$ cat config.mk
export PLATFORM = sky130hd
export DESIGN_NAME = f32_to_f16_pack
export DESIGN_NICKNAME = d
export VERILOG_FILES = /design/src/rtl/f32_to_f16_pack.sv
export SDC_FILE = /design/constraint.sdc
export NUM_CORES = 1
export LEC_CHECK = 0
export BUFFER_PORTS_ARGS = -buffer_cell sky130_fd_sc_hd__buf_2
export CORE_MARGIN = 5
export CORE_UTILIZATION = 35
export DETAILED_ROUTE_END_ITERATION = 12
export HOLD_SLACK_MARGIN = 0.06
export MAX_ROUTING_LAYER = met4
export SKIP_CTS_REPAIR_TIMING = 1
export SLEW_MARGIN = 5
export SYNTH_ARGS = -nofsm -noshare
export SYNTH_HDL_FRONTEND = slang
export SYNTH_SLANG_ARGS = --single-unit
$ cat constraint.sdc
create_clock -name clk -period 18.5 [get_ports clk]
set_input_delay 1.85 -clock clk [delete_from_list [all_inputs] [get_ports clk]]
set_output_delay 1.85 -clock clk [all_outputs]
set_load 0.01 [all_outputs]
$ cat src/rtl/f32_to_f16_pack.sv
module f32_to_f16_pack (
  input  logic        clk,
  input  logic        rst_n,
  input  logic        in_valid,
  input  logic [31:0] op_in,
  input  logic [31:0] dest_in,
  input  logic        hi_sel,
  input  logic [1:0]  rmode,
  input  logic        alt_fmt,
  input  logic        dflt_nan,
  input  logic        flush_den,
  input  logic        ufl_trap_en,
  output logic        out_valid,
  output logic [31:0] dest_out,
  output logic        flag_inv,
  output logic        flag_ufl,
  output logic        flag_ofl,
  output logic        flag_inx
);
  localparam logic [1:0] RM_NEAR = 2'd0;
  localparam logic [1:0] RM_UP   = 2'd1;
  localparam logic [1:0] RM_DOWN = 2'd2;
  localparam int         BIAS_D  = 112;
  localparam int         SH_MAX  = 40;

  logic       sgn;
  logic [7:0] ex;
  logic [22:0] fr;
  assign sgn = op_in[31];
  assign ex  = op_in[30:23];
  assign fr  = op_in[22:0];

  logic is_nan, is_inf, is_zero, is_den;
  assign is_nan  = (&ex) && (|fr);
  assign is_inf  = (&ex) && !(|fr);
  assign is_zero = (ex == 8'd0) && !(|fr);
  assign is_den  = (ex == 8'd0) && (|fr);

  // effective exponent: binary32 denormals share the scale of exponent 1
  logic [7:0] ee;
  logic       tiny;
  logic [7:0] sh_raw;
  logic [5:0] sh;
  assign ee     = (ex == 8'd0) ? 8'd1 : ex;
  assign tiny   = ee <= 8'(BIAS_D);
  assign sh_raw = 8'(BIAS_D + 1) - ee;
  assign sh     = !tiny ? 6'd0 : (sh_raw > 8'(SH_MAX)) ? 6'(SH_MAX) : sh_raw[5:0];

  logic [63:0] wide;
  logic [10:0] kept;
  logic        grd, stk, lost;
  assign wide = {ex != 8'd0, fr, 40'd0} >> sh;
  assign kept = wide[63:53];
  assign grd  = wide[52];
  assign stk  = |wide[51:0];
  assign lost = grd | stk;

  logic inc;
  always_comb begin
    case (rmode)
      RM_NEAR: inc = grd & (stk | kept[0]);
      RM_UP:   inc = !sgn & lost;
      RM_DOWN: inc = sgn & lost;
      default: inc = 1'b0;
    endcase
  end

  // exponent base excludes the hidden bit, which lives in kept[10]
  logic [8:0]  base;
  logic [19:0] packed_r;
  logic [9:0]  exp_r;
  logic [9:0]  frac_r;
  assign base     = tiny ? 9'd0 : 9'(ee - 8'(BIAS_D + 1));
  assign packed_r = {1'b0, base, 10'd0} + 20'(kept) + 20'(inc);
  assign exp_r    = packed_r[19:10];
  assign frac_r   = packed_r[9:0];

  logic to_inf;
  assign to_inf = (rmode == RM_NEAR) || (rmode == RM_UP && !sgn) || (rmode == RM_DOWN && sgn);

  logic [15:0] res;
  logic        f_inv, f_ufl, f_ofl, f_inx;
  always_comb begin
    res   = {sgn, 15'd0};
    f_inv = 1'b0;
    f_ufl = 1'b0;
    f_ofl = 1'b0;
    f_inx = 1'b0;
    if (is_nan) begin
      f_inv = !fr[22];
      if (alt_fmt) begin
        res   = {sgn, 15'd0};
        f_inv = 1'b1;
      end else if (dflt_nan) begin
        res = 16'h7E00;
      end else begin
        res = {sgn, 5'h1F, 1'b1, fr[21:13]};
      end
    end else if (is_inf) begin
      if (alt_fmt) begin
        res   = {sgn, 5'h1F, 10'h3FF};
        f_inv = 1'b1;
      end else begin
        res = {sgn, 5'h1F, 10'h000};
      end
    end else if (is_zero || (is_den && flush_den)) begin
      res = {sgn, 15'd0};
    end else begin
      f_inx = lost;
      f_ufl = tiny && (lost || ufl_trap_en);
      res   = {sgn, exp_r[4:0], frac_r};
      if (alt_fmt) begin
        if (exp_r >= 10'd32) begin
          res   = {sgn, 5'h1F, 10'h3FF};
          f_inv = 1'b1;
          f_inx = 1'b0;
        end
      end else if (exp_r >= 10'd31) begin
        res   = to_inf ? {sgn, 5'h1F, 10'h000} : {sgn, 5'h1E, 10'h3FF};
        f_ofl = 1'b1;
        f_inx = 1'b1;
      end
    end
  end

  logic [31:0] merged;
  assign merged = hi_sel ? {res, dest_in[15:0]} : {dest_in[31:16], res};

  always_ff @(posedge clk) begin
    if (!rst_n) begin
      out_valid <= 1'b0;
      dest_out  <= 32'd0;
      flag_inv  <= 1'b0;
      flag_ufl  <= 1'b0;
      flag_ofl  <= 1'b0;
      flag_inx  <= 1'b0;
    end else begin
      out_valid <= in_valid;
      if (in_valid) begin
        dest_out <= merged;
        flag_inv <= flag_inv | f_inv;
        flag_ufl <= flag_ufl | f_ufl;
        flag_ofl <= flag_ofl | f_ofl;
        flag_inx <= flag_inx | f_inx;
      end
    end
  end

  assert_strobe_latency_R1: assert property (@(posedge clk) disable iff (!rst_n)
    in_valid |=> out_valid);
  assert_idle_hold_R1: assert property (@(posedge clk) disable iff (!rst_n)
    !in_valid |=> (!out_valid && $stable(dest_out)));
  assert_keep_low_half_R2: assert property (@(posedge clk) disable iff (!rst_n)
    (in_valid && hi_sel) |=> dest_out[15:0] == $past(dest_in[15:0]));
  assert_keep_high_half_R2: assert property (@(posedge clk) disable iff (!rst_n)
    (in_valid && !hi_sel) |=> dest_out[31:16] == $past(dest_in[31:16]));
  assert_ofl_has_inx_R7: assert property (@(posedge clk) disable iff (!rst_n)
    flag_ofl |-> flag_inx);
  assert_alt_no_ofl_R8: assert property (@(posedge clk) disable iff (!rst_n)
    (in_valid && alt_fmt && !flag_ofl) |=> !flag_ofl);
  assert_default_nan_R10: assert property (@(posedge clk) disable iff (!rst_n)
    (in_valid && !alt_fmt && dflt_nan && (&op_in[30:23]) && (|op_in[22:0])) |=>
      (($past(hi_sel) ? dest_out[31:16] : dest_out[15:0]) == 16'h7E00));
  assert_sticky_inv_R14: assert property (@(posedge clk) disable iff (!rst_n)
    flag_inv |=> flag_inv);
  assert_sticky_ufl_R14: assert property (@(posedge clk) disable iff (!rst_n)
    flag_ufl |=> flag_ufl);
  assert_sticky_inx_R14: assert property (@(posedge clk) disable iff (!rst_n)
    flag_inx |=> flag_inx);
endmodule

* After elaboration in Yosys (flattened, before gate mapping)
Index checks and enable logic that the tools add are counted.
Storage, ports and cells: memories kept 0, flip-flop bits (word level) 37, ROM bits 0, word-level logic and storage cells 84, latch bits 0, memory bits (writable) 0
Operators by class: add/subtract/negate cells 4, mux-type cells 37, equal/unequal tests 2, reductions and logical operators 21, shifts and indexed selects 1, multiply operators 0, bitwise operators 9, div/mod/pow operators 0, $lt $le $gt $ge 4
Operators with widths (count):
- 15-bit two-way mux | 5
- 64-bit by 6-bit right shift with 64-bit output | 1
- 52-bit OR reduction | 1
- 16-bit two-way mux | 3
- 32-bit two-way mux | 1
- 23-bit OR reduction | 1
- 1-bit two-way mux | 21
- 19-bit by 11-bit adder with 20-bit output | 1
- 20-bit by 1-bit adder with 20-bit output | 1
- 6-bit two-way mux | 2
- 11-bit two-way mux | 1
- 10-bit by 5-bit >= comparator with 1-bit output, second input constant | 1
- 10-bit by 6-bit >= comparator with 1-bit output, second input constant | 1
- 10-bit two-way mux | 1
- 9-bit two-way mux | 1
- 8-bit by 7-bit subtractor with 9-bit output, second input constant | 1
- 8-bit by 6-bit > comparator with 1-bit output, second input constant | 1
- 8-bit by 7-bit less-or-equal comparator with 1-bit output, second input constant | 1
- 1-bit logical AND | 8
- 8-bit logical NOT | 1
- 8-bit two-way mux | 1
- 8-bit AND reduction | 1
- 8-bit nonzero test | 1
- 7-bit by 8-bit subtractor with 8-bit output, first input constant | 1
- other kinds (8) | 20

* Logic depth before layout (Yosys ltp)
Gate-level depths: netlist of the first run.
depth after elaboration 19, gate-level depth with buffers 31, depth with buffers taken out 25

* Least setup slack after synthesis of the first run
OpenSTA, ideal clock, no wires.
path type input-to-reg, start point in op_in[24], end point reg dest_out[9], buffers on the path 5, arrival time 7.345 ns, stages on the path 29, data required time 18.421 ns, library setup time 0.079 ns, slack 11.075 ns, cells stage by stage buf_6 clkbuf_1 inv_1 ha_1 buf_2 nor2b_1 a221oi_2 o32a_1 nor3_1 mux2_2 nor2_1 a21oi_1 and4b_1 o22ai_1 or3_1 nor2_1 nor3_1 ha_1 ha_1 nand3_1 nor4_4 nor3b_1 or4_1 clkbuf_1 a41o_1 a21boi_4 buf_6 o21ai_1 a211oi_2
On the way: cells in the longest elaborated chain, start to end 19, elaborated cells between the ends (all ways) 36, classes of those cells add/sub (4); order compare (4); shift (1); mux (12); bitwise (5); reduce/logical (10)
RTL lines:
- start: declaration | line 5 | input logic [31:0] op_in,
- parallel branches: the longest is 17 deep, another holds 19-bit by 11-bit adder with 20-bit output
- 16-bit two-way mux * | line 89 | if (is_nan) begin
- 32-bit two-way mux * | line 127 | assign merged = hi_sel ? {res, dest_in[15:0]} : {dest_in[31:16], res};
- end signal: assignment | line 140 | dest_out <= merged;
- end: declaration | line 14 | output logic [31:0] dest_out,
Mark *: on every way between the ends. A chain may end at the register's enable or synchronous reset.

* Final worst setup path of the first run
Same ends and word-level chain as after synthesis.

==> results by stage, run 1 <==
Logic synthesis:
- After synthesis, the share of flip-flops with an asynchronous set or reset is 0%.
- Yosys attributes the largest share of cell area to dfxtp_1 (17%), o21ai_0 (6.1%), a21oi_1 (5.7%).
- The biggest area consumer among synthesized cells is dfxtp_1.
- The dominant synthesized flop cell is dfxtp_1.
- The Yosys warning count is 0.
- The number of synthesized register bits is 37.
- The synthesized netlist cell count is ~620.
- nor2_1 is the most common cell in the netlist.
- In this run, distinct cell masters in the synthesized netlist total around 80.
- The synthesized design devotes to its leading area cell type around 17% of total area.
- After synthesis the cells add up to roughly 4300 µm².
- The number of nets in the synthesized netlist is ~710.
- Sorting the synthesized cells by how often they occur yields nor2_1 (62), nand2_1 (54), o21ai_0 (53).
- Each instance of the synthesized netlist takes up on average around 7 µm².
- The sequential share of the synthesized area is ~17%.
- The synthesized design contains 0 enable-type register cells.

Worst setup path:
- The setup slack of the most critical reg-to-reg path is roughly 17 ns.
- The number of cells on the worst reg-to-reg path is 4.
- Of all nets on the critical path, the largest fanout is 18.
- STA puts the critical path data required time at about 19 ns.
- The data arrival time at the worst-slack endpoint is just over 8 ns.
- The critical path is of the in2reg type.
- The capturing element type of the critical path is a flip-flop.
- The type of element launching the critical path is an input pin.

Route:
- The overall via count from detail_route is 5287.
- In this run the remaining antenna-violating nets after routing total 0.
- The first detailed-routing pass ran for 8 iterations.
- After detailed routing, the number of remaining DRC violations is 0.
- The final layout contains routed wiring with a total length of approximately 17 mm.
- After the first detailed-routing iteration, the DRC count stood at between 300 and 400.
- Dividing the detail-routed via count by the number of cells gives a little over 6.
- In the final routed layout, each cell accounts on average for 19.39 µm.

CTS:
- The CTS tree is yes.
- The sink count of the clock tree is 37.
- The number of levels in the clock H-tree is 2.
- The root buffer selected by CTS is clkbuf_16.
- The CTS buffer count is 5.
- Clock-pin slew was measured on the worst setup and hold paths at approximately 0.060 ns.
- The buffer depth of the longest clock path is 2.
- The latest clock arrival within the worst-skew pair is roughly 0.28 ns.

Worst hold path:
- The path class of the tightest hold or removal check is reg2reg.
- Counting instances, the worst hold path has a depth of 2.

Global routing:
- The total congestion overflow is 0.
- The number of antenna violations at the first check in global routing is 0.
- Across every metal layer, demand over resource in global routing totals a little under a quarter.
- The maximum number of pins on one net before global-route repair is 40.
- The number of global-route vias before repair is ~5100.
- The first global-routing pass estimated between 20 and 30 mm of wire.

Floorplanning:
- The floorplan step set the die height to 121.1 µm.
- The die covers roughly 15000 µm².
- The starting utilization of the core area is between 30% and 40%.
- The core area is 12060 µm².
- The initialized floorplan defines 40 standard-cell rows.
- The number of top-level design ports is roughly 110.
- The die width is 121.1 µm.

Final layout:
- The growth of design area from synthesis to finish is 18.30%.
- The share of final-layout standard cells stronger than drive strength 1 is approximately 22%.
- The final net count is between 700 and 800.
- The final instance area is 5112 µm².
- The antenna cell count is 0.

Timing:
- The count of final hold-check violations came to 0.
- The worst pin sits at a relative slew slack of a little over two fifths.
- The setup TNS is 0 ns.
- The final max-slew violation count is 0.
- For the pin with the worst max-slew slack, the measured transition is roughly 0.86 ns.
- Setup repair after global routing left no endpoint under its margin.
- The clock skew is 0 ns.
- The setup-violating endpoint count in the final report is 0.
- The maximum frequency from static timing analysis is between 100 and 150 MHz.
- After layout, the minimum clock period comes to 8.085 ns.
- The worst path uses 43.70% of the clock period.

Job:
- The number of violations of the max-capacitance limit is 0.

Placed design:
- The cell area reported after detailed placement is about 4900 µm².
- The global placer's final weighted congestion is 0.9683.
- The number of port buffers is 110.
- The HPWL after detailed placement is between 10 and 15 mm.

Pwr:
- The leakage component of the power is 2.097 nW.
- The peak supply drop is ~46 µV.
- In this run the power density over the cells is 59.66 nW/µm².

Status:
- The flow ran to the end, and the final reports show no timing, DRC or antenna violations.
==> flip-flops by register name (all words and copies together) (netlist names) <==
signal / cells
dest_out: 32
out_valid: 1
flag_inv: 1
flag_inx: 1
flag_ofl: 1
flag_ufl: 1
==> routing by layer <==
layer | part of all wire [%] | routed length (µm) | global-route usage [%] | up-vias
met3 | 5.6 | 950 | 2.564 | 41
met4 | 2.1 | 347 | 6.799 | 0
met1 | 46 | 7806 | 30.89 | 2496
li1 | - | - | - | 2546
met5 | 0 | 0 | - | -
met2 | 46 | 7821 | 35.05 | 204
==> layout by cell type, fill, tap and decap left out, types with 4 or more instances in the layout <==
cell	count
xor2_1	6
ha_1	8
nand2b_1	10
and2_1	5
o221ai_1	6
nor4_1	13
a31oi_1	19
a21oi_1	49
nor3b_1	6
o31ai_1	4
inv_1	14
or3b_2	4
o21ai_1	5
buf_4	7
o21ai_0	53
a22oi_1	4
mux2i_1	12
xnor2_1	9
a211oi_1	7
dfxtp_1	37
buf_2	110
nor2_1	62
a211o_1	6
o21a_1	7
or3_1	12
o211ai_1	7
a32o_1	8
mux2_2	4
clkbuf_16	5
nor3_1	24
nor2b_1	8
nand2_1	54
nand3_1	21
nand4_1	6
and3_1	13
o22ai_1	5
==> path summary, 6_finish.rpt <==
kind	start	to
worst max-delay path	op_in[24]	dest_out[9]$_SDFFE_PN0P_
worst min-delay path	flag_ufl$_SDFFE_PN0P_	flag_ufl$_SDFFE_PN0P_
worst max register to register	dest_out[21]$_SDFFE_PN0P_	dest_out[21]$_SDFFE_PN0P_
worst min register to register	flag_ufl$_SDFFE_PN0P_	flag_ufl$_SDFFE_PN0P_
==> metrics by stage <==
step / utilization, % / worst slack, ns / total power, W / hold WS (ns) / cells
after floorplan: - / 11.08 / 0.0001666 / 0.4696 / 624
after global placement: 40.92 / 10.43 / 0.0002038 / 0.4366 / 865
after detailed placement: 40.92 / 10.31 / 0.0002042 / 0.4399 / 865
after CTS: 42.39 / 10.51 / 0.0003046 / 0.4509 / 873
after global routing: 42.39 / 9.976 / 0.0003228 / 0.4881 / 873
final: 42.39 / 10.41 / 0.0003050 / 0.4449 / 873
==> area by class of cell <==
cell class | instances | area (µm²)
clock inverter | 2 | 37.54
multi-input combinational | 527 | 3322
inverter | 16 | 60.06
clock buffer | 6 | 138.9
timing repair buffer | 117 | 603.1
fill | 1260 | 6949
sequential | 37 | 740.7
tap | 168 | 210.2
==> worst max-delay path, stage by stage <==
cell and delay (ns):
buf_2 0.20, inv_1 0.20, ha_1 0.41, nor2b_1 0.44, a221oi_2 0.09, o32ai_2 0.14
buf_4 0.26, nand3_1 0.48, mux2_2 0.46, o221ai_1 0.20, and4b_1 0.22, o22ai_1 0.07
or3_1 0.38, nor2_1 0.12, nor3_1 0.06, ha_1 0.20, ha_1 0.25, nand3_1 0.20
nor4_4 0.08, nor3b_1 0.18, or4_1 0.71, a41o_1 0.34, a21boi_4 0.32, o21ai_1 0.19
a211oi_2 0.22
==> cells by family after synthesis <==
| logic type | share of synthesized area (%) |
|---|---|
| and+or+nand+nor | 30.98 |
| AOI/OAI and AO/OA | 36.71 |
| buffers and inverters | 5.993 |
| DFF | 17.14 |
| muxes | 3.822 |
| xor gates and xnor gates | 3.040 |
| adders and majority gates | 2.316 |
==> report_power, final <==
part / switching (W) / internal [W] / total, W
registers: 0.00000395 / 0.0000868 / 0.0000908
clock network: 0.0000328 / 0.0000672 / 0.000100
logic: 0.0000720 / 0.0000423 / 0.000114
(Power assumes the default switching activity.)
==> run 2: changes to the inputs <==
==> constraint.sdc (replaced) <==
create_clock -name clk -period 8.2 [get_ports clk]
set_input_delay 0.82 -clock clk [delete_from_list [all_inputs] [get_ports clk]]
set_output_delay 0.82 -clock clk [all_outputs]
set_load 0.01 [all_outputs]
==> run 2 against run 1 <==
Compared with the run above:
- total power rose by 110%
- core utilization fell by 0.22 points
- count of clock-buffer cells in the layout decreased by 1
- sequential cell count unchanged
- sequential power rose by 130%
- worst setup slack worse by 9.6 ns
- clock power rose by 88%
- cell area down 0.51%
- via count up 1.4%
- combinational power up 130%
- critical path type unchanged
- critical endpoint unchanged
==> results by stage, run 2 (synthesized netlist as in run 1, its figures left out) <==
Status:
- The run finished with clean final reports.

Route:
- The number of DRC markers after the initial detailed-route iteration is 478 (+21%).
- The remaining design rule violation count is 0 (unchanged).
- The detailed-router iteration count before antenna repair is 5 (-3).
- The detail-routed net length per standard cell came to 19.19 µm (-1.0%).
- The number of nets with antenna violations after detailed routing is 0 (unchanged).
- The routed via count divided by cell count is 6.135 (+1.3%).
- The sum of routed wire length over all layers is 16.77 mm (-0.93%).
- The overall via count from detail_route is 5362 (+1.4%).

Placed design:
- The number of port buffers was 110 (unchanged).
- The cell area reported after detailed placement is 4943 µm² (+0.15%).
- The worst slack at placement was 0.6974 ns (-9.610 ns).
- The global placer's final weighted congestion is 0.9328 (-3.7%).
- The placed wire-length estimate after detailed placement is 13.10 mm (-0.22%).

Timing:
- The count of final hold-check violations is 0 (unchanged).
- The post-layout minimum cycle time is 7.361 ns.
- The smallest setup slack after layout was 0.8388 ns (-9.576 ns).
- The transition time at the pin with the least slew margin is 1.207 ns (+0.3514 ns).
- The setup TNS is 0 ns (unchanged).
- The headroom to the max-slew limit is 18.89% (-24 points).
- The setup-violating endpoint count in the final report is 0 (unchanged).
- The final max-slew violation count is 0 (unchanged).
- Setup repair after global routing left no endpoint under its margin.
- The maximum frequency from static timing analysis is 135.8 MHz.
- The post-route clock period utilization is between 80 and 90%.
- The clock skew is 0 ns (unchanged).

Final layout:
- The antenna cell count is 0 (unchanged).
- The final net count is 787 (+0.13%).
- The number of fill cells is 1278 (+1.4%).
- dest_out holds more flip-flops than any other register.
- The final instance area is 5086 µm² (-0.51%).
- Leaving out fill and tap cells, the most frequent cell in the layout is buf_2.
- The share of final-layout standard cells stronger than drive strength 1 is 21.81% (+0.11 points).
- The number of flip-flops under the largest register name came to 32 (unchanged).
- The growth of design area from synthesis to finish is 17.69%.
- Leaving out fill and tap cells, the most frequent cells in the layout are buf_2 (110), nor2_1 (62), nand2_1 (54), o21ai_0 (53), a21oi_1 (49).

CTS:
- The number of levels in the clock H-tree is 2 (unchanged).
- TritonCTS built the clock tree.
- The sink count of the clock tree was 37 (unchanged).
- The CTS buffer count is 5 (unchanged).
- The buffer depth of the longest clock path is 2 (unchanged).
- The clock-pin slew reported for the worst setup and hold paths after clock tree synthesis is 0.06 ns (about the same).
- The cell sitting at the root of the clock tree is a clkbuf_16.
- The latest clock arrival within the worst-skew pair is 0.28 ns (about the same).

Global routing:
- The total congestion overflow was 0 (unchanged).
- The combined global-route utilization of all metal layers is 22.66% (+0.078 points).
- The number of global-route vias before repair is 5075 (-0.26%).
- The number of antenna violations at the first check in global routing is 0 (unchanged).
- The first-pass GRT wire length is 26.48 mm (+0.50%).
- The maximum number of pins on one net before global-route repair is 40 (unchanged).

Worst setup path:
- The slowest cell on the critical path is nor3_1.
- The data arrival time at the worst-slack endpoint is 7.56 ns (-0.72 ns).
- The critical setup path kind is in2reg.
- The critical register-to-register path startpoint is dest_out[21]$_SDFFE_PN0P_.
- The most numerous cell on the critical path is ha_1.
- The number of cells on the worst reg-to-reg path is 4 (unchanged).
- The delay contributed by the slowest stage of the critical path is 0.98 ns (+0.27 ns).
- The worst setup path is launched from an input pin.
- The biggest fanout along the worst timing path is 18 (unchanged).
- The start point of the critical path is op_in[24].
- The critical path required time is 8.40 ns (-10.30 ns).
- The worst setup path is captured at a flip-flop.

Pwr:
- The power per cell area came to 127.7 nW/µm² (+110%).
- The power spent charging and discharging nets is 0.0002465 W (+130%).
- The clock power share is 28.9% (-3.9 points).
- The share of power burned in registers is 31.5% (+1.7 points).
- The peak supply drop was 82.43 µV (+80%).
- The switching share of power was 37.96% (+2.3 points).
- The leakage component of the power is 2.086 nW (-0.52%).
- The internal power component is 0.0004029 W (+110%).
- The power share of the combinational group is 39.6% (+2.1 points).

Floorplanning:
- The die area is 14670 µm² (unchanged).
- The number of core rows is 40 (unchanged).
- The starting utilization of the core area is 35.83% (unchanged).
- The core area was 12060 µm² (unchanged).
- The die width came to 121.1 µm (unchanged).
- The height of the die was 121.1 µm (unchanged).
- The number of top-level design ports came to 111 (unchanged).

Job:
- The number of violations of the max-capacitance limit is 0 (unchanged).

Worst hold path:
- The number of stages on the worst hold path is 2 (unchanged).
- The worst min-delay path category is reg2reg.
- The launch point of the worst hold path is flag_ufl$_SDFFE_PN0P_.
run 2: power by group through the flow:
stage | sequential [W] | combinational [W] | clock, W
after floorplan | 0.000215 | 0.000161 | 0
after global placement | 0.000208 | 0.000252 | 0
after detailed placement | 0.000208 | 0.000253 | 0
after CTS | 0.000205 | 0.000254 | 0.000189
after global routing | 0.000207 | 0.000284 | 0.000199
final | 0.000205 | 0.000257 | 0.000188
run 2: per-layer routing:
metal  vias up  track usage (%)  wire length, µm
met1      2530            30.57             7574
met5         -                -                0
met3        50            2.564             1079
met2       233            35.67             7662
li1       2549                -                -
met4         0            6.870              450
run 2: final timing paths:
kind | endpoint | slack (ns)
hold / removal | flag_ufl$_SDFFE_PN0P_ | 0.45
hold reg to reg | flag_ufl$_SDFFE_PN0P_ | 0.45
setup / recovery | dest_out[9]$_SDFFE_PN0P_ | 0.84
setup reg to reg | dest_out[21]$_SDFFE_PN0P_ | 6.96
run 2: critical path, delay by kind of cell:
family / cells / cell delay (ns)
muxes: 4 / 0.90
and+or+nand+nor: 10 / 3.17
buffers and inverters: 2 / 0.40
adders and majority gates: 3 / 0.83
AOI/OAI and AO/OA: 6 / 1.43
run 2: area by class of cell:
type | count | area (µm²) | area share, %
clock buffers | 5 | 125.1 | 2.460
clock inverters | 3 | 17.52 | 0.3444
inverters | 16 | 60.06 | 1.181
multi-input cells | 527 | 3322 | 65.31
flip-flops and latches | 37 | 740.7 | 14.56
well taps | 168 | 210.2 | 4.133
repair buffers | 118 | 610.6 | 12.00
run 2: stage by stage:
stage / cells / util [%] / total power (W) / hold slack, ns
finish: 874 / 42.17 / 0.0006494 / 0.4494
global route: 874 / 42.17 / 0.0006890 / 0.4793
CTS: 874 / 42.17 / 0.0006481 / 0.4562
detailed placement: 866 / 40.99 / 0.0004611 / 0.4435
global placement: 866 / 40.99 / 0.0004599 / 0.4377
floorplan: 624 / - / 0.0003759 / 0.4696
==> run 3: changes to the inputs <==
--- a/config.mk
+++ b/config.mk
@@ -5,6 +5,7 @@
 export SDC_FILE = /design/constraint.sdc
 export NUM_CORES = 1
 export LEC_CHECK = 0
+export ABC_AREA = 1
 export BUFFER_PORTS_ARGS = -buffer_cell sky130_fd_sc_hd__buf_2
 export CORE_MARGIN = 5
 export CORE_UTILIZATION = 35
==> constraint.sdc (replaced) <==
create_clock -name clk -period 7.3 [get_ports clk]
set_input_delay 0.73 -clock clk [delete_from_list [all_inputs] [get_ports clk]]
set_output_delay 0.73 -clock clk [all_outputs]
set_load 0.01 [all_outputs]
==> run 3 against run 2 <==
Compared with the run above:
- combinational power increased by 39%
- global-route usage is 2.9 points lower
- area after synthesis grew 12%
- register-to-register slack worse by 0.32 ns
- critical path depth grew 16
- sequential cell count is the same
- highest routed layer unchanged
==> results by stage, run 3 <==
Logic synthesis:
- The number of synthesized register bits is 37 (unchanged).
- The share of the synthesized netlist area taken by xor and xnor gates is 1.805% (-1.2 points).
- The number of nets in the synthesized netlist is 952 (+35%).
- The synthesized area per cell came to 5.579 µm² (-19%).
- The top-area cell type share of the netlist area came to 19.57% (+2.4 points).
- The sequential share of the synthesized area is 15.26% (-1.9 points).
- The compound-gate portion of the synthesized area is 15.03% (-22 points).
- The mux cell area share after synthesis is 0% (-3.8 points).
- The Yosys warning count is 0 (unchanged).
- The mapped cell area is 4853 µm² (+12%).
- The biggest area consumer among synthesized cells is nand2_1.
- The post-synthesis share of cell area spent on full adders, half adders and majority gates is 2.062% (-0.25 points).
- The most common cell in the synthesized netlist is nand2_1.
- The synthesized netlist cell count is 870 (+39%).
- The number of distinct library cell variants in the gate-level netlist after synthesis is 48 (-41%).
- The fraction of registers with async set/reset is 0% (unchanged).
- The main combinational cell family by area after synthesis is simple AND/OR/NAND/NOR gates.
- The simple-gate portion of the synthesized area is 54.24% (+23 points).
- The count of flip-flops with a built-in enable after synthesis is 0 (unchanged).
- After synthesis, the cell types taking the most area are nand2_1 (20%), dfxtp_1 (15%), nand3_1 (12%).
- The dominant synthesized flop cell is dfxtp_1.
- Counting instances in the post-synthesis netlist gives the leading cell types as nand2_1 (253), nand3_1 (118), nor2_1 (96).

Pwr:
- The leakage component of the power was 2.742 nW (+31%).
- The power per cell area is 146.2 nW/µm² (+14%).
- The peak supply drop is 87.96 µV (+6.7%).

Final layout:
- The number of flip-flops under the largest register name is 32 (unchanged).
- The area growth from synthesis to layout is 15.06%.
- The final net count is 1030 (+31%).
- The top register by number of flip-flops is dest_out.
- Leaving out fill and tap cells, the most frequent cells in the layout are nand2_1 (253), nand3_1 (118), buf_2 (110), nor2_1 (96), inv_1 (73).
- The number of fill cells is 1538 (+20%).
- The multi-input gate area in the final layout came to 3550 µm² (+6.9%).
- The antenna cell count came to 0 (unchanged).
- The sequential cell area is 740.7 µm² (unchanged).
- The most common cell after layout, fill and taps aside is nand2_1.
- The share of final-layout standard cells stronger than drive strength 1 was 19.51% (-2.3 points).

Worst setup path:
- STA classifies the critical path endpoint as a flip-flop.
- The setup slack of the most critical reg-to-reg path was 6.64 ns (-0.32 ns).
- The number of cells on the worst reg-to-reg path is 2 (-2).
- The delay contributed by the slowest stage of the critical path is 0.33 ns (-0.65 ns).
- The slowest cell on the critical path is inv_1.
- Counting stages on the worst path, the most repeated cell is nand2_1.
- The worst setup path is of the in2reg kind.
- The data arrival time at the worst-slack endpoint came to 6.49 ns (-1.07 ns).
- The type of element launching the critical path is an input pin.
- The worst register-to-register path ends at dest_out[1]$_SDFFE_PN0P_.
- The startpoint identified for the worst register-to-register timing path is dest_out[1]$_SDFFE_PN0P_.
- The biggest fanout along the worst timing path is 31 (+13).
- The critical path required time is 7.48 ns (-0.92 ns).

Timing:
- The count of final hold-check violations was 0 (unchanged).
- The post-route clock period utilization is between 80% and 90%.
- The clock skew was 0 ns (unchanged).
- The smallest clock period supported by the final layout is computed as about 6.3 ns.
- The transition time at the pin with the least slew margin was 1.010 ns (-0.1977 ns).
- The setup-violating endpoint count in the final report is 0 (unchanged).
- The headroom to the max-slew limit is 32.28% (+13 points).
- The final max-slew violation count came to 0 (unchanged).
- Based on the critical path, the design can be clocked at up to around 160 MHz.
- Setup repair after global routing left no endpoint under its margin.
- The setup TNS is 0 ns (unchanged).
- The smallest setup slack after layout came to 0.9925 ns (+0.1537 ns).

Placed design:
- The placed wire-length estimate after detailed placement is 13.37 mm (+2.1%).
- The global placer's final weighted congestion came to 0.9510 (+2.0%).
- The worst slack at placement was 0.7779 ns (+0.08051 ns).
- The number of port buffers is 110 (unchanged).

CTS:
- The CTS tree is yes.
- The clock-pin slew reported for the worst setup and hold paths after clock tree synthesis was 0.06 ns (about the same).
- The latest clock arrival within the worst-skew pair was 0.27 ns (about the same).
- The root buffer selected by CTS is clkbuf_16.
- The CTS buffer count was 5 (unchanged).
- The number of levels in the clock H-tree was 2 (unchanged).
- The buffer depth of the longest clock path is 2 (unchanged).
- The sink count of the clock tree came to 37 (unchanged).

Worst hold path:
- The worst min-delay path category is reg2reg.
- The number of stages on the worst hold path is 2 (unchanged).
- In this run the most critical hold path is launched from flag_ufl$_SDFFE_PN0P_.
- The worst hold path terminates at flag_ufl$_SDFFE_PN0P_.

Floorplanning:
- The height of the die is 127.8 µm (+5.5%).
- The die area is 16320 µm² (+11%).
- The number of core rows is 43 (+7.5%).
- The number of top-level design ports is 111 (unchanged).
- The core area was 13720 µm² (+14%).
- The starting utilization of the core area is 35.38% (-0.45 points).
- The die width is 127.8 µm (+5.5%).

Global routing:
- The number of antenna violations at the first check in global routing is 0 (unchanged).
- The total congestion overflow is 0 (unchanged).
- The combined global-route utilization of all metal layers is 19.77% (-2.9 points).
- The maximum number of pins on one net before global-route repair was 36 (-10%).
- The number of global-route vias before repair was 5162 (+1.7%).
- The first-pass GRT wire length was 26.00 mm (-1.8%).

Route:
- The routed via count divided by cell count came to 5.121 (-17%).
- The number of DRC markers after the initial detailed-route iteration is 552 (+15%).
- The detail-routed net length per standard cell is 14.43 µm (-25%).
- The number of nets with antenna violations after detailed routing is 0 (unchanged).
- The sum of met3 wire segment lengths after detailed routing came to 969 µm (-10%).
- The amount of wire on met2 after detailed routing came to 7.343 mm (-4.2%).
- The wire length on met1 was 7.830 mm (+3.4%).
- The overall via count from detail_route is 5776 (+7.7%).
- The detailed-router iteration count before antenna repair is 6 (+1).
- The highest layer touched by signal routing is met4.
- The remaining design rule violation count is 0 (unchanged).
- The sum of routed wire length over all layers came to 16.28 mm (-2.9%).

Job:
- The number of violations of the max-capacitance limit is 0 (unchanged).

Status:
- The run finished with clean final reports.
## run 3: cell count changes in the layout (fill, tap and decap cells not counted), sizes merged, moves of 14 or more
cell,before,now
inv,14,84
nand2,54,266
nand3,21,132
nand4,6,22
nor2,62,115
nor3,25,11
o21ai,58,42
## run 3: cell type report
type | instances | area share [%]
multi-input cells | 704 | 63.57
flip-flops and latches | 37 | 13.26
repair buffers | 114 | 10.40
inverters | 86 | 5.870
well taps | 180 | 4.033
clock buffers | 5 | 2.241
clock inverters | 2 | 0.6274
## run 3: logic make-up after synthesis
family / count (synthesis)
and+or+nand+nor: 559
buffers and inverters: 129
AOI/OAI and AO/OA: 127
DFF: 37
xor gates and xnor gates: 10
adders and majority gates: 8
## run 3: per-layer routing
metal	global-route usage, %	vias to the layer above
met1	27.67	2563
met4	3.308	0
li1	-	3027
met3	2.042	6
met5	-	-
met2	31.39	180
## run 3: power by group
| group | internal [W] | switching (W) | leakage, nW |
|---|---|---|---|
| Combinational | 0.000118 | 0.000237 | 2.36 |
| Clock | 0.000158 | 0.0000764 | 0.0797 |
| Sequential | 0.000218 | 0.00000770 | 0.306 |
| Total | 0.000495 | 0.000322 | 2.74 |
## run 3: metrics by stage
stage          total power [W]  cell area [µm²]  utilization (%)  cells  hold WS, ns
2_1_floorplan        0.0004816             4853                -    870       0.4740
3_3_place_gp         0.0005838             5424            39.53   1121       0.4369
3_5_place_dp         0.0005805             5424            39.53   1121       0.4390
4_1_cts              0.0008163             5584            40.70   1128       0.4477
5_1_grt              0.0008721             5584            40.70   1128       0.4817
6_report             0.0008162             5584            40.70   1128       0.4437
## run 3: worst max path at each step
stage / end / start / cells after the start / slack (ns)
5_1_grt: dest_out[7]$_SDFFE_PN0P_ / op_in[24] / 45 / 0.22
6_report: dest_out[23]$_SDFFE_PN0P_ / op_in[24] / 41 / 0.99
3_5_place_dp: dest_out[8]$_SDFFE_PN0P_ / op_in[24] / 41 / 0.78
2_1_floorplan: dest_out[2]$_SDFFE_PN0P_ / op_in[25] / 44 / 1.96
4_1_cts: dest_out[8]$_SDFFE_PN0P_ / op_in[24] / 41 / 1.04
3_3_place_gp: dest_out[23]$_SDFFE_PN0P_ / op_in[25] / 44 / 0.89
## run 3: critical path: cells and delay by family
family | cells | cell delay [ns]
AO/OA/AOI/OAI | 5 | 0.95
AND/OR/NAND/NOR | 29 | 3.52
buffers and inverters | 4 | 0.60
adder cells (fa/ha/maj) | 3 | 0.68
